### src/rtl/sftg_pkg.sv
package sftg_pkg;

  // Last bus event that selects the default idle window
  typedef enum logic [1:0] {
    HIST_NEW   = 2'd0,
    HIST_RETRY = 2'd1,
    HIST_SAME  = 2'd2
  } histKind_t;

  // Strobes from control to the idle counter
  typedef struct packed {
    logic clrCnt;
    logic cntEn;
  } cntCtrl_t;

endpackage

### src/rtl/sftg_datapath.sv
module sftg_datapath
  import sftg_pkg::*;
#(
  parameter int SEL_W        = 3,
  parameter int CNT_W        = 4,
  parameter int RETRY_HALVES = 5,
  parameter int NEW_HALVES   = 9,
  parameter int SAME_HALVES  = 13
) (
  input  logic             clk,
  input  logic             rstN,
  input  cntCtrl_t         ctrl,
  input  logic [SEL_W-1:0] sftSel,
  input  histKind_t        hist,
  output logic             reached
);

  logic [CNT_W-1:0] idleCnt;
  logic [CNT_W-1:0] threshold;

  // Required idle time in half-bit ticks
  always_comb begin
    if (sftSel == '0) begin
      unique case (hist)
        HIST_RETRY: threshold = CNT_W'(RETRY_HALVES);
        HIST_SAME:  threshold = CNT_W'(SAME_HALVES);
        default:    threshold = CNT_W'(NEW_HALVES);
      endcase
    end else begin
      // n - 0.5 periods = 2n - 1 half periods
      threshold = CNT_W'({sftSel, 1'b0}) - CNT_W'(1);
    end
  end

  always_ff @(posedge clk or negedge rstN) begin
    if (!rstN) begin
      idleCnt <= '0;
    end else if (ctrl.clrCnt) begin
      idleCnt <= '0;
    end else if (ctrl.cntEn) begin
      idleCnt <= idleCnt + CNT_W'(1);
    end
  end

  assign reached = (idleCnt >= threshold);

endmodule

### src/rtl/sftg_control.sv
module sftg_control
  import sftg_pkg::*;
(
  input  logic      clk,
  input  logic      rstN,
  input  logic      enable,
  input  logic      busLevel,
  input  logic      halfTick,
  input  logic      autoStart,
  input  logic      somReq,
  input  logic      txStart,
  input  logic      txEnd,
  input  logic      txFail,
  input  logic      rxEnd,
  input  logic      reached,
  output cntCtrl_t  ctrl,
  output histKind_t hist,
  output logic      txPermit
);

  logic armed;
  logic msgEnd;
  logic startEv;

  assign msgEnd  = txEnd | txFail | rxEnd;
  assign startEv = (autoStart ? msgEnd : somReq) & !txPermit;

  always_comb begin
    ctrl.clrCnt = !enable | startEv | !busLevel | txStart;
    ctrl.cntEn  = armed & halfTick & busLevel & !reached;
  end

  // Timing window and permit flag
  always_ff @(posedge clk or negedge rstN) begin
    if (!rstN) begin
      armed    <= 1'b0;
      txPermit <= 1'b0;
    end else if (!enable || txStart) begin
      armed    <= 1'b0;
      txPermit <= 1'b0;
    end else if (startEv) begin
      armed    <= 1'b1;
    end else if (armed && reached) begin
      armed    <= 1'b0;
      txPermit <= 1'b1;
    end
  end

  // History of the last bus event, failure has precedence
  always_ff @(posedge clk or negedge rstN) begin
    if (!rstN) begin
      hist <= HIST_NEW;
    end else if (txFail) begin
      hist <= HIST_RETRY;
    end else if (txEnd) begin
      hist <= HIST_SAME;
    end else if (rxEnd) begin
      hist <= HIST_NEW;
    end
  end

endmodule

### src/rtl/sftg_gate.sv
module sftg_gate
  import sftg_pkg::*;
#(
  parameter int SEL_W        = 3,
  parameter int RETRY_HALVES = 5,
  parameter int NEW_HALVES   = 9,
  parameter int SAME_HALVES  = 13
) (
  input  logic             clk,
  input  logic             rstN,
  input  logic             enable,
  input  logic             busLevel,
  input  logic             halfTick,
  input  logic [SEL_W-1:0] sftSel,
  input  logic             autoStart,
  input  logic             somReq,
  input  logic             txStart,
  input  logic             txEnd,
  input  logic             txFail,
  input  logic             rxEnd,
  output logic             txPermit
);

  localparam int PROG_MAX = 2 * ((2 ** SEL_W) - 1) - 1;
  localparam int DFLT_MAX = (SAME_HALVES > NEW_HALVES)
                            ? ((SAME_HALVES > RETRY_HALVES) ? SAME_HALVES : RETRY_HALVES)
                            : ((NEW_HALVES > RETRY_HALVES) ? NEW_HALVES : RETRY_HALVES);
  localparam int ALL_MAX  = (PROG_MAX > DFLT_MAX) ? PROG_MAX : DFLT_MAX;
  localparam int CNT_W    = $clog2(ALL_MAX + 1);

  cntCtrl_t  cntCtrl;
  histKind_t hist;
  logic      reached;

  sftg_control u_ctrl (
    .clk      (clk),
    .rstN     (rstN),
    .enable   (enable),
    .busLevel (busLevel),
    .halfTick (halfTick),
    .autoStart(autoStart),
    .somReq   (somReq),
    .txStart  (txStart),
    .txEnd    (txEnd),
    .txFail   (txFail),
    .rxEnd    (rxEnd),
    .reached  (reached),
    .ctrl     (cntCtrl),
    .hist     (hist),
    .txPermit (txPermit)
  );

  sftg_datapath #(
    .SEL_W       (SEL_W),
    .CNT_W       (CNT_W),
    .RETRY_HALVES(RETRY_HALVES),
    .NEW_HALVES  (NEW_HALVES),
    .SAME_HALVES (SAME_HALVES)
  ) u_dp (
    .clk    (clk),
    .rstN   (rstN),
    .ctrl   (cntCtrl),
    .sftSel (sftSel),
    .hist   (hist),
    .reached(reached)
  );

endmodule

### config.mk
export PLATFORM = sky130hd
export DESIGN_NAME = sftg_gate
export DESIGN_NICKNAME = d
export VERILOG_FILES = /design/src/rtl/sftg_pkg.sv /design/src/rtl/sftg_datapath.sv /design/src/rtl/sftg_control.sv /design/src/rtl/sftg_gate.sv
export SDC_FILE = /design/constraint.sdc
export NUM_CORES = 1
export LEC_CHECK = 0
export ABC_AREA = 1
export ABC_CLOCK_PERIOD_IN_PS = 2400
export BUFFER_PORTS_ARGS = -buffer_cell sky130_fd_sc_hd__buf_2
export CORE_AREA = 10 10 47 49
export DETAILED_ROUTE_END_ITERATION = 8
export DIE_AREA = 0 0 57 59
export GPL_TIMING_DRIVEN = 0
export HOLD_SLACK_MARGIN = 0.02
export PLACE_DENSITY = 0.69
export SLEW_MARGIN = 40
export SYNTH_ARGS = -nofsm -noshare
export SYNTH_HDL_FRONTEND = slang
export SYNTH_SLANG_ARGS = --single-unit
export TNS_END_PERCENT = 1
### constraint.sdc
create_clock -name clk -period 2.4 [get_ports clk]
set_input_delay 0.24 -clock clk [delete_from_list [all_inputs] [get_ports clk]]
set_output_delay 0.24 -clock clk [all_outputs]
set_load 0.1 [all_outputs]
After elaboration in Yosys (flattened, before gate mapping):

Cells that the tools add are included.

* mux-type cells: 14
* reductions and logical operators: 12
* equal/unequal tests: 3
* add/sub/neg operators: 2
* order comparisons: 1
* bitwise operators: 9

Operator list (count)
* two-way mux 4 bit: 3
* one-hot mux 4 bit (2 select lines): 1
* two-way mux 1 bit: 7
* two-way mux 2 bit: 3
* nonzero test 3 bit: 2
* OR 1 bit: 5
* adder 4 x 1 -> 4 bit (second input constant): 1
* AND 1 bit: 4
* >= comparator 4 bit: 1
* zero test 1 bit: 4
* nonzero test 2 bit: 2
* subtractor 4 x 1 -> 4 bit (second input constant): 1
* zero test 3 bit: 1
* == test 2 x 1 -> 1 bit (second input constant): 1
* == test 2 bit (second input constant): 1
* inequality test 2 bit (second input constant): 1
* AND reduction 2 bit: 1
* logical AND 1 bit: 1
* logical OR 1 bit: 1

* logic and storage cells: 45
* register bits: 8
* output and inout bits: 1
* bits of input ports: 14

Depth between registers and ports, before layout:

Gate-level depths: netlist of run 1.

* word-level depth: 8
* mapped depth: 13
* gate-level depth less buffers: 13

By module:

A second synthesis of run 1 with hierarchy kept.

* cells, all modules: 70
* area, all modules: 561.8 um^2

By module, submodules not included
* sftg_datapath: sequential area each 100.1 um^2, area each 351.6 um^2, cells each 45, instances 1
* sftg_control: sequential area each 100.1 um^2, area each 210.2 um^2, cells each 25, instances 1

Worst setup path after synthesis of run 1:

Ideal clock, no wire load.

* path kind: input port to flip-flop
* start point: input port sftSel[0]
* end point: register u_dp.idleCnt[0]
* stages on the path: 12
* path slack: 0.665 ns
* arrival time: 1.670 ns
* library setup time: 0.066 ns
* data required time: 2.334 ns
* buffers on the path: 0
* cell sequence: inv_1 ha_1 nand2_1 mux2_2 ha_1 nand2_1 inv_1 nand2_2 nand2_1 nor2_2 nand3_1 nand2_1

* word-level cells in the longest chain between the ends: 6
* elaborated cells between the ends (all ways): 7
* classes of those cells: add/sub: 1; order compare: 1; mux: 1; bitwise: 1; reduce/logical: 3

RTL lines
* from (decl): RTL line sftg_gate.sv:14 `input logic [SEL_W-1:0] sftSel,`
* subtractor 4 x 1 -> 4 bit / zero test 3 bit (equally long branches): RTL line sftg_datapath.sv:31, sftg_datapath.sv:23
* two-way mux 4 bit *: RTL line sftg_datapath.sv:23 `if (sftSel == '0) begin`
* >= comparator 4 bit *: RTL line sftg_datapath.sv:45 `assign reached = (idleCnt >= threshold);`
* zero test 1 bit *: RTL line sftg_control.sv:30 `ctrl.cntEn = armed & halfTick & busLevel & !reached;`
* AND 1 bit *: RTL line sftg_control.sv:30
* nonzero test 2 bit (no line) *
* to (signal assigned): RTL line sftg_datapath.sv:41 `idleCnt <= idleCnt + CNT_W'(1);`
* to (decl): RTL line sftg_datapath.sv:18 `logic [CNT_W-1:0] idleCnt;`

Mark *: on every way between the ends. The rest lies on a longest branch, timed or not.
A chain may end at the register's enable or synchronous reset.

Worst setup path in the final report of run 1:

* start point: register u_ctrl.hist[0]
* end point: register u_dp.idleCnt[0]

* word-level cells in the longest chain between the ends: 7
* elaborated cells between the ends (all ways): 8
* classes of those cells: order compare: 1; eq/ne: 2; mux: 2; bitwise: 1; reduce/logical: 2

RTL lines
* from (decl): RTL line sftg_control.sv:17 `output histKind_t hist,`
* from (signal assigned): RTL line sftg_control.sv:52 `hist <= HIST_NEW;`
* from (signal assigned): RTL line sftg_control.sv:54 `hist <= HIST_RETRY;`
* from (signal assigned): RTL line sftg_control.sv:56 `hist <= HIST_SAME;`
* == test 2 bit / == test 2 x 1 -> 1 bit (equally long branches): RTL line sftg_datapath.sv:24 `unique case (hist)`
* one-hot mux 4 bit (2 select lines) *: RTL line sftg_datapath.sv:24
* two-way mux 4 bit *: RTL line sftg_datapath.sv:23
* >= comparator 4 bit *: RTL line sftg_datapath.sv:45
* zero test 1 bit *: RTL line sftg_control.sv:30
* AND 1 bit *: RTL line sftg_control.sv:30
* nonzero test 2 bit (no line) *

Marked as above.

==> impl_results.md, run 1 <==
- Outcome: finished clean
- IO Port Bufs: 14
- Setup Fix Bufs, Post-CTS: 0
- Synth top area share: 33.1%
- Pwr Density: slightly above 400 nW/um^2
- Clock latency on the worst-skew pair: roughly 260 ps
- Pwr Total: around 0.3 mW
- Htree depth: 1
- DIE WIDTH: roughly 57 microns
- Drt initial violations: 1
- Worst VDD drop: ~0.2 mV
- Cell taking the most area after synthesis: dfrtp_1
- Seq/Total Area, Yosys: between 30% and 40%
- Core ar.: ~1400 sq um
- Tmin final: 1910 ps
- DIE HEIGHT: roughly 59 microns
- Clock Sinks: 8
- Switching part of the total: 27.2%
- Hold Crit Class: in -> reg
- Hold_ws: around 160 ps
- Crit path capture type: register
- Yosys warns: 0
- Synthesized instance count: 75
- WP data arrival: approximately 2100 ps
- Fmax: between 0.5 and 0.6 GHz
- CP Class: reg -> reg
- # fillers: between 100 and 150
- Largest net degree at the start of global routing: 9
- Vias per std cell: around 5.0
- Starting Density: between 40% and 50%
- Cts hold-fix bufs: 1
- Hpwl dp: 1.08 mm
- Via count: between 500 and 600
- Slew Limit Fails: 0
- Worst Max-Slew Pin Slew: approximately 500 ps
- Num rows: 14
- Final nets: between 100 and 150
- Synthesized area per cell: roughly 8 sq um
- Area grow syn2layout: 20.3%
- Clock power frac: a little over a third
- Final Cell Area: between 700 and 800 sq um
- RePlAce Congestion: 0.813
- Worst setup SP type: register
- # diodes: 0
- Synthesized Nets: 96
- Routed WL per cell: ~12 microns
- Total wire length: 1.29 mm
- Maximum Capacitance Violations: 0
- Die area: approximately 3400 sq um
- Clock Skews: 4.40 ps
- RSZ-0062 raised after global routing: no
- Slew HR: approximately two thirds
- Total iterations of the first detailed-routing run: 2
- Cell Area, Synth: 604 sq um
- Initial antenna violation count: 0
- Resize count post-CTS: 0
- Clock slew at reported path FFs: roughly 60 ps
- Combinational power share: between 10% and 20%
- Crit-path cells: ha_1 > mux2_2 > ha_1 > nand2_1 > inv_1 > nand2_2 > nand2_1 > nor2_2 > nand3_1 > nand2_1
- Grt total ovfl: 0
- CTS root buf: clkbuf_4
- First-pass GRT wire length: 2.22 mm
- CP delay by family, top: adder cells
- Setup TNS Final: 0 ps
- Cts bufs inserted: 3
- DRC Markers: 0
- Vias in the first global route: between 500 and 600
- Critical path buffers and inverters: 1
- Top post-synthesis cells by area: dfrtp_1 33%, ha_1 14%, nand2_1 8.7%, nand3_1 8.3%, inv_1 6.2%
- Final period util: between 70 and 80%
- Overall routing resource usage: under 10%
- Layout cells sized above 1: a little under a third
- LEAKAGE: just over 0.4 nW
- Setup violators final: 0
- Share of power burned in registers: 46.5%
- TritonCTS clock tree: built
- Dpl cell area: about 690 sq um
- Post-synth cell types: 19
- CP max stage cell: dfrtp_1
- CP max FO: 4
- Crit-path max cell delay: about 380 ps
- P_sw: roughly 0.082 mW
- Req. time, crit path: approximately 2600 ps
- Final ANT Viol Nets: 0
- Longest Clk Path Bufs: 2
- CP most frequent cell: nand2_1
- Ports: 15
- Flops & latches, synth: 8
- Final hold vios: 0
- Internal: about 0.22 mW
-- final timing paths --
check,startpoint,endpoint,slack [ps],depth (start not counted)
min in group asynchronous,rstN,u_ctrl.txPermit,350,2
max in group asynchronous,rstN,u_ctrl.armed,1870,2
worst max register to register,u_ctrl.hist[0],u_dp.idleCnt[0],490,10
worst min-delay path,txFail,u_ctrl.hist[1],160,2
worst min register to register,u_ctrl.hist[0],u_ctrl.hist[0],500,1
worst max-delay path,u_ctrl.hist[0],u_dp.idleCnt[0],490,10
-- cells in the final DEF (no fill, tap or decap), drive strengths merged --
| cell type | n |
|---|---|
| buf | 14 |
| inv | 10 |
| nand2 | 17 |
| clkbuf | 3 |
| nand4 | 1 |
| mux2 | 1 |
| a21oi | 4 |
| a21o | 1 |
| nand3 | 10 |
| nor2 | 11 |
| a21boi | 1 |
| nand3b | 1 |
| dlygate4sd3 | 1 |
| dfrtp | 8 |
| o21bai | 1 |
| xor2 | 2 |
| ha | 7 |
-- cells in the mapped netlist (all sizes together) --
| cell | n |
|---|---|
| ha | 7 |
| inv | 10 |
| mux2 | 1 |
| xor2 | 2 |
| nand3 | 10 |
| nand2 | 17 |
| nand4 | 1 |
| dfrtp | 8 |
| a21boi | 1 |
| nor2 | 11 |
| o21bai | 1 |
| a21o | 1 |
| nand3b | 1 |
| a21oi | 4 |
-- state kept, by name, indices dropped and copies added, names as in the netlist --
| signal | cells |
|---|---|
| u_dp.idleCnt | 4 |
| u_ctrl.hist | 2 |
| u_ctrl.armed | 1 |
| u_ctrl.txPermit | 1 |
-- layout make-up --
cell class / count / area, sq um / share of cell area, %
Multi-Input combinational cell: 57 / 367 / 50.4
Sequential cell: 8 / 200 / 27.5
Timing Repair Buffer: 15 / 80.1 / 11.0
Inverter: 10 / 37.5 / 5.16
Clock buffer: 3 / 22.5 / 3.10
Tap cell: 16 / 20.0 / 2.75
-- power by group through the flow --
stage / Combinational, mW / Sequential [mW] / Clock, mW
2_1_floorplan: 0.0286 / 0.142 / 0
3_3_place_gp: 0.0474 / 0.142 / 0
3_5_place_dp: 0.0507 / 0.142 / 0
4_1_cts: 0.0523 / 0.140 / 0.108
5_1_grt: 0.0584 / 0.140 / 0.115
6_report: 0.0509 / 0.140 / 0.110
-- per-layer routing --
layer	track usage [%]	share of wire, %	vias up
met5	0	0	-
met4	5.03	2.1	0
met3	3.22	6.0	5
met2	12.7	48	12
met1	9.08	44	244
li1	-	-	280
-- metrics by stage --
| stage | setup slack [ps] | utilization [%] | cells |
|---|---|---|---|
| 2_1_floorplan | 665 | - | 75 |
| 3_3_place_gp | 447 | 49.6 | 105 |
| 3_5_place_dp | 387 | 49.6 | 105 |
| 4_1_cts | 472 | 51.9 | 109 |
| 5_1_grt | 352 | 51.9 | 109 |
| 6_report | 494 | 51.9 | 109 |
-- worst reg2reg max path, cell delays in order, from the launching register on --
cell	delay [ps]
dfrtp_1	380
ha_1	300
mux2_2	270
ha_1	280
nand2_1	70
inv_1	40
nand2_2	70
nand2_1	80
nor2_2	170
nand3_1	100
nand2_1	70
-- logic make-up (layout without fill, tap and decap cells) --
| family | count (synthesis) | in the layout | synth area share (%) |
|---|---|---|---|
| simple gates | 40 | 40 | 31.7 |
| compound gates | 7 | 7 | 9.73 |
| flops | 8 | 8 | 33.1 |
| xor+xnor | 2 | 2 | 2.90 |
| buf+inv | 10 | 28 | 6.21 |
| fa+ha+maj | 7 | 7 | 14.5 |
| mux | 1 | 1 | 1.86 |
Note: power is estimated with default switching activity, not from simulation.
==> inputs of run 2 (changes only) <==
--- a/config.mk
+++ b/config.mk
@@ -6,14 +6,14 @@
 export NUM_CORES = 1
 export LEC_CHECK = 0
 export ABC_AREA = 1
-export ABC_CLOCK_PERIOD_IN_PS = 2400
+export ABC_CLOCK_PERIOD_IN_PS = 1600
 export BUFFER_PORTS_ARGS = -buffer_cell sky130_fd_sc_hd__buf_2
-export CORE_AREA = 10 10 47 49
+export CORE_MARGIN = 10
+export CORE_UTILIZATION = 45
 export DETAILED_ROUTE_END_ITERATION = 8
-export DIE_AREA = 0 0 57 59
 export GPL_TIMING_DRIVEN = 0
 export HOLD_SLACK_MARGIN = 0.02
-export PLACE_DENSITY = 0.69
+export PLACE_DENSITY = 0.71
 export SLEW_MARGIN = 40
 export SYNTH_ARGS = -nofsm -noshare
 export SYNTH_HDL_FRONTEND = slang
==> constraint.sdc (replaced) <==
create_clock -name clk -period 1.6 [get_ports clk]
set_input_delay 0.16 -clock clk [delete_from_list [all_inputs] [get_ports clk]]
set_output_delay 0.16 -clock clk [all_outputs]
set_load 0.1 [all_outputs]
==> run 2 against run 1 <==
  * The flow now finishes with violations (negative setup slack)
  * Clock power grew 42%
  * Worst setup slack lost 700 ps
  * Global-route usage grew 1.1 points
  * Fmax grew 5.8%
  * Count of clock-buffer cells in the layout is the same
  * Critical path depth shrank 2
  * Sequential cell count is the same
  * Die area shrank 4.6%
  * First-iteration DRC count grew to 14 times the previous value
  * Total power grew 52%
  * Sequential power grew 51%
==> impl_results.md, run 2 (synthesis gave the netlist of run 1 again) <==
- Outcome: finished, violations left
- Violated checks: negative setup slack
- IO Port Bufs: 14 (unchanged)
- Final period util: 113% (+33 points)
- DIE HEIGHT: 56.6 microns (-4.0%)
- Final ANT Viol Nets: 0 (unchanged)
- Final hold vios: 0 (unchanged)
- Vias per std cell: 5.13 (+3.3%)
- First-pass GRT wire length: 2.46 mm (+11%)
- Pwr Density: 579 nW/um^2 (+40%)
- Total wire length: 1.36 mm (+5.6%)
- Crit path capture type: register
- Switching part of the total: 26.3% (-0.93 points)
- Clock Skews: 0.434 ps (-3.96 ps)
- Crit-path max cell delay: 380 ps (about the same)
- Req. time, crit path: 1740 ps (-860 ps)
- Via count: 564 (+4.3%)
- P_sw: 0.120 mW (+46%)
- RePlAce Congestion: 0.811 (-0.36%)
- WP data arrival: 1950 ps (-160 ps)
- Htree depth: 1 (unchanged)
- Worst setup margin: -202 ps (-696 ps)
- Clock latency on the worst-skew pair: 250 ps (about the same)
- Combinational power share: 19.6% (+2.7 points)
- Hold Crit Class: in -> reg
- CP max FO: 4 (unchanged)
- Drt initial violations: 14 (+13)
- Grt total ovfl: 0 (unchanged)
- Core ar.: 1280 sq um (-8.3%)
- Crit-path cells: inv_2 > ha_4 > mux2_4 > ha_4 > a21oi_2 > nand3b_1 > nand3_1 > nand2_1
- Maximum Capacitance Violations: 0 (unchanged)
- Worst Max-Slew Pin Slew: 488 ps (+1.51 ps)
- CP Class: reg -> reg
- RSZ-0062 raised after global routing: yes
- Vias in the first global route: 578 (+6.6%)
- Layout cells sized above 1: 40.0% (+9.9 points)
- Hold_ws: 116 ps (-44.2 ps)
- LEAKAGE: 0.427 nW (+3.0%)
- Longest Clk Path Bufs: 2 (unchanged)
- DIE WIDTH: 56.6 microns (-0.62%)
- Cts bufs inserted: 3 (unchanged)
- Clock slew at reported path FFs: 60 ps (about the same)
- Initial antenna violation count: 0 (unchanged)
- Area grow syn2layout: 30.4%
- # diodes: 0 (unchanged)
- Routed WL per cell: 12.3 microns (+4.6%)
- CP most frequent cell: ha_4
- Leading cell type in the layout, fill and taps excluded: buf_2
- Total iterations of the first detailed-routing run: 4 (+2)
- Clock Sinks: 8 (unchanged)
- Max FFs per register: 4 (unchanged)
- TritonCTS clock tree: built
- Fmax: 0.555 GHz (+5.8%)
- Share of power burned in registers: 46.3% (-0.2 points)
- Worst setup SP type: register
- Setup violators final: 6 (+6)
- Most frequent cells in the layout: 14 x buf_2, 12 x nand2_1, 9 x nand3_1
- Setup WS pre-CTS: -209 ps (-596 ps)
- DRC Markers: 0 (unchanged)
- Hpwl dp: 1.07 mm (-0.43%)
- Largest regs: u_dp.idleCnt x4, u_ctrl.hist x2
- Num rows: 13 (-1)
- Slew HR: 67.7% (-0.10 points)
- Die area: 3210 sq um (-4.6%)
- CP max stage cell: dfrtp_1
- Clock power frac: 34.1% (-2.5 points)
- Final nets: 118 (+1.7%)
- CTS root buf: clkbuf_4
- Worst VDD drop: 0.539 mV (+170%)
- Most flop-heavy register: u_dp.idleCnt
- Internal: 0.336 mW (+54%)
- Ports: 15 (unchanged)
- Tmin final: 1800 ps (-104 ps)
- Overall routing resource usage: 9.26% (+1.1 points)
- Starting Density: 47.0% (+3.9 points)
- Slew Limit Fails: 0 (unchanged)
- Largest net degree at the start of global routing: 9 (unchanged)
==> run 2: cell types whose count changed in the layout (fill, tap and decap cells not counted), moves of 2 or more <==
cell,previous run,this run
inv_1,10,8
ha_1,7,5
ha_4,0,2
nand2_1,14,12
inv_2,0,2
buf_4,0,2
nand2_2,3,5
==> run 2: final cells by class <==
class / instances / area [sq um]
well taps: 15 / 18.8
multi-input cells: 57 / 414
fillers: 117 / 497
flip-flops and latches: 8 / 200
clock buffers: 3 / 22.5
repair buffers: 17 / 95.1
inverters: 10 / 37.5
==> run 2: routing by layer <==
layer / vias to the layer above / part of all wire (%) / GRT usage (%)
met2: 18 / 50 / 15.7
met3: 2 / 7.2 / 3.60
met4: 0 / 0.81 / 3.09
li1: 286 / - / -
met5: - / 0 / 0
met1: 258 / 42 / 10.2
==> run 2: repair_timing <==
action | CTS | global route
setup buffers | 1 | 1
endpoints found under the setup margin | 6 | 6
pin swaps | 7 | 9
hold endpoints to repair | 8 | 0
gates resized for setup | 5 | 2
hold buffers | 1 | 0
cloned | 0 | 0
==> run 2: path summary, 6_finish.rpt <==
kind | start | to | slack [ps] | depth (start not counted)
min reg2reg | u_ctrl.txPermit | u_ctrl.txPermit | 530 | 2
max reg2reg | u_ctrl.hist[1] | u_dp.idleCnt[0] | -200 | 8
max | u_ctrl.hist[1] | u_dp.idleCnt[0] | -200 | 8
min in group asynchronous | rstN | u_ctrl.hist[1] | 280 | 2
min | txFail | u_ctrl.hist[1] | 120 | 2
max in group asynchronous | rstN | u_ctrl.armed | 1140 | 2
==> run 2: through the flow <==
| stage | cell area (sq um) | setup TNS (ps) | std cells | power (mW) | util [%] |
|---|---|---|---|---|---|
| 6_report | 788 | -916 | 110 | 0.456 | 61.3 |
| 2_1_floorplan | 628 | -199 | 75 | 0.261 | - |
| 4_1_cts | 778 | -794 | 109 | 0.462 | 60.6 |
| 3_5_place_dp | 717 | -879 | 104 | 0.293 | 55.8 |
| 3_3_place_gp | 717 | -699 | 104 | 0.289 | 55.8 |
| 5_1_grt | 788 | -1460 | 110 | 0.483 | 61.3 |
==> run 2: worst max-delay path, delay by kind of cell, from the launching register on <==
family / cells / cell delay (ps)
AND/OR/NAND/NOR: 3 / 420
flip-flops: 1 / 380
adder cells (fa/ha/maj): 2 / 350
multiplexers: 1 / 280
AO/OA/AOI/OAI: 1 / 190
buffers and inverters: 1 / 80
==> run 2: power groups by stage <==
stage	combinational [mW]	clock (mW)	sequential, mW
3_3_place_gp	0.0763	0	0.213
5_1_grt	0.102	0.170	0.212
4_1_cts	0.0871	0.163	0.211
2_1_floorplan	0.0479	0	0.213
6_report	0.0893	0.156	0.211
3_5_place_dp	0.0792	0	0.214
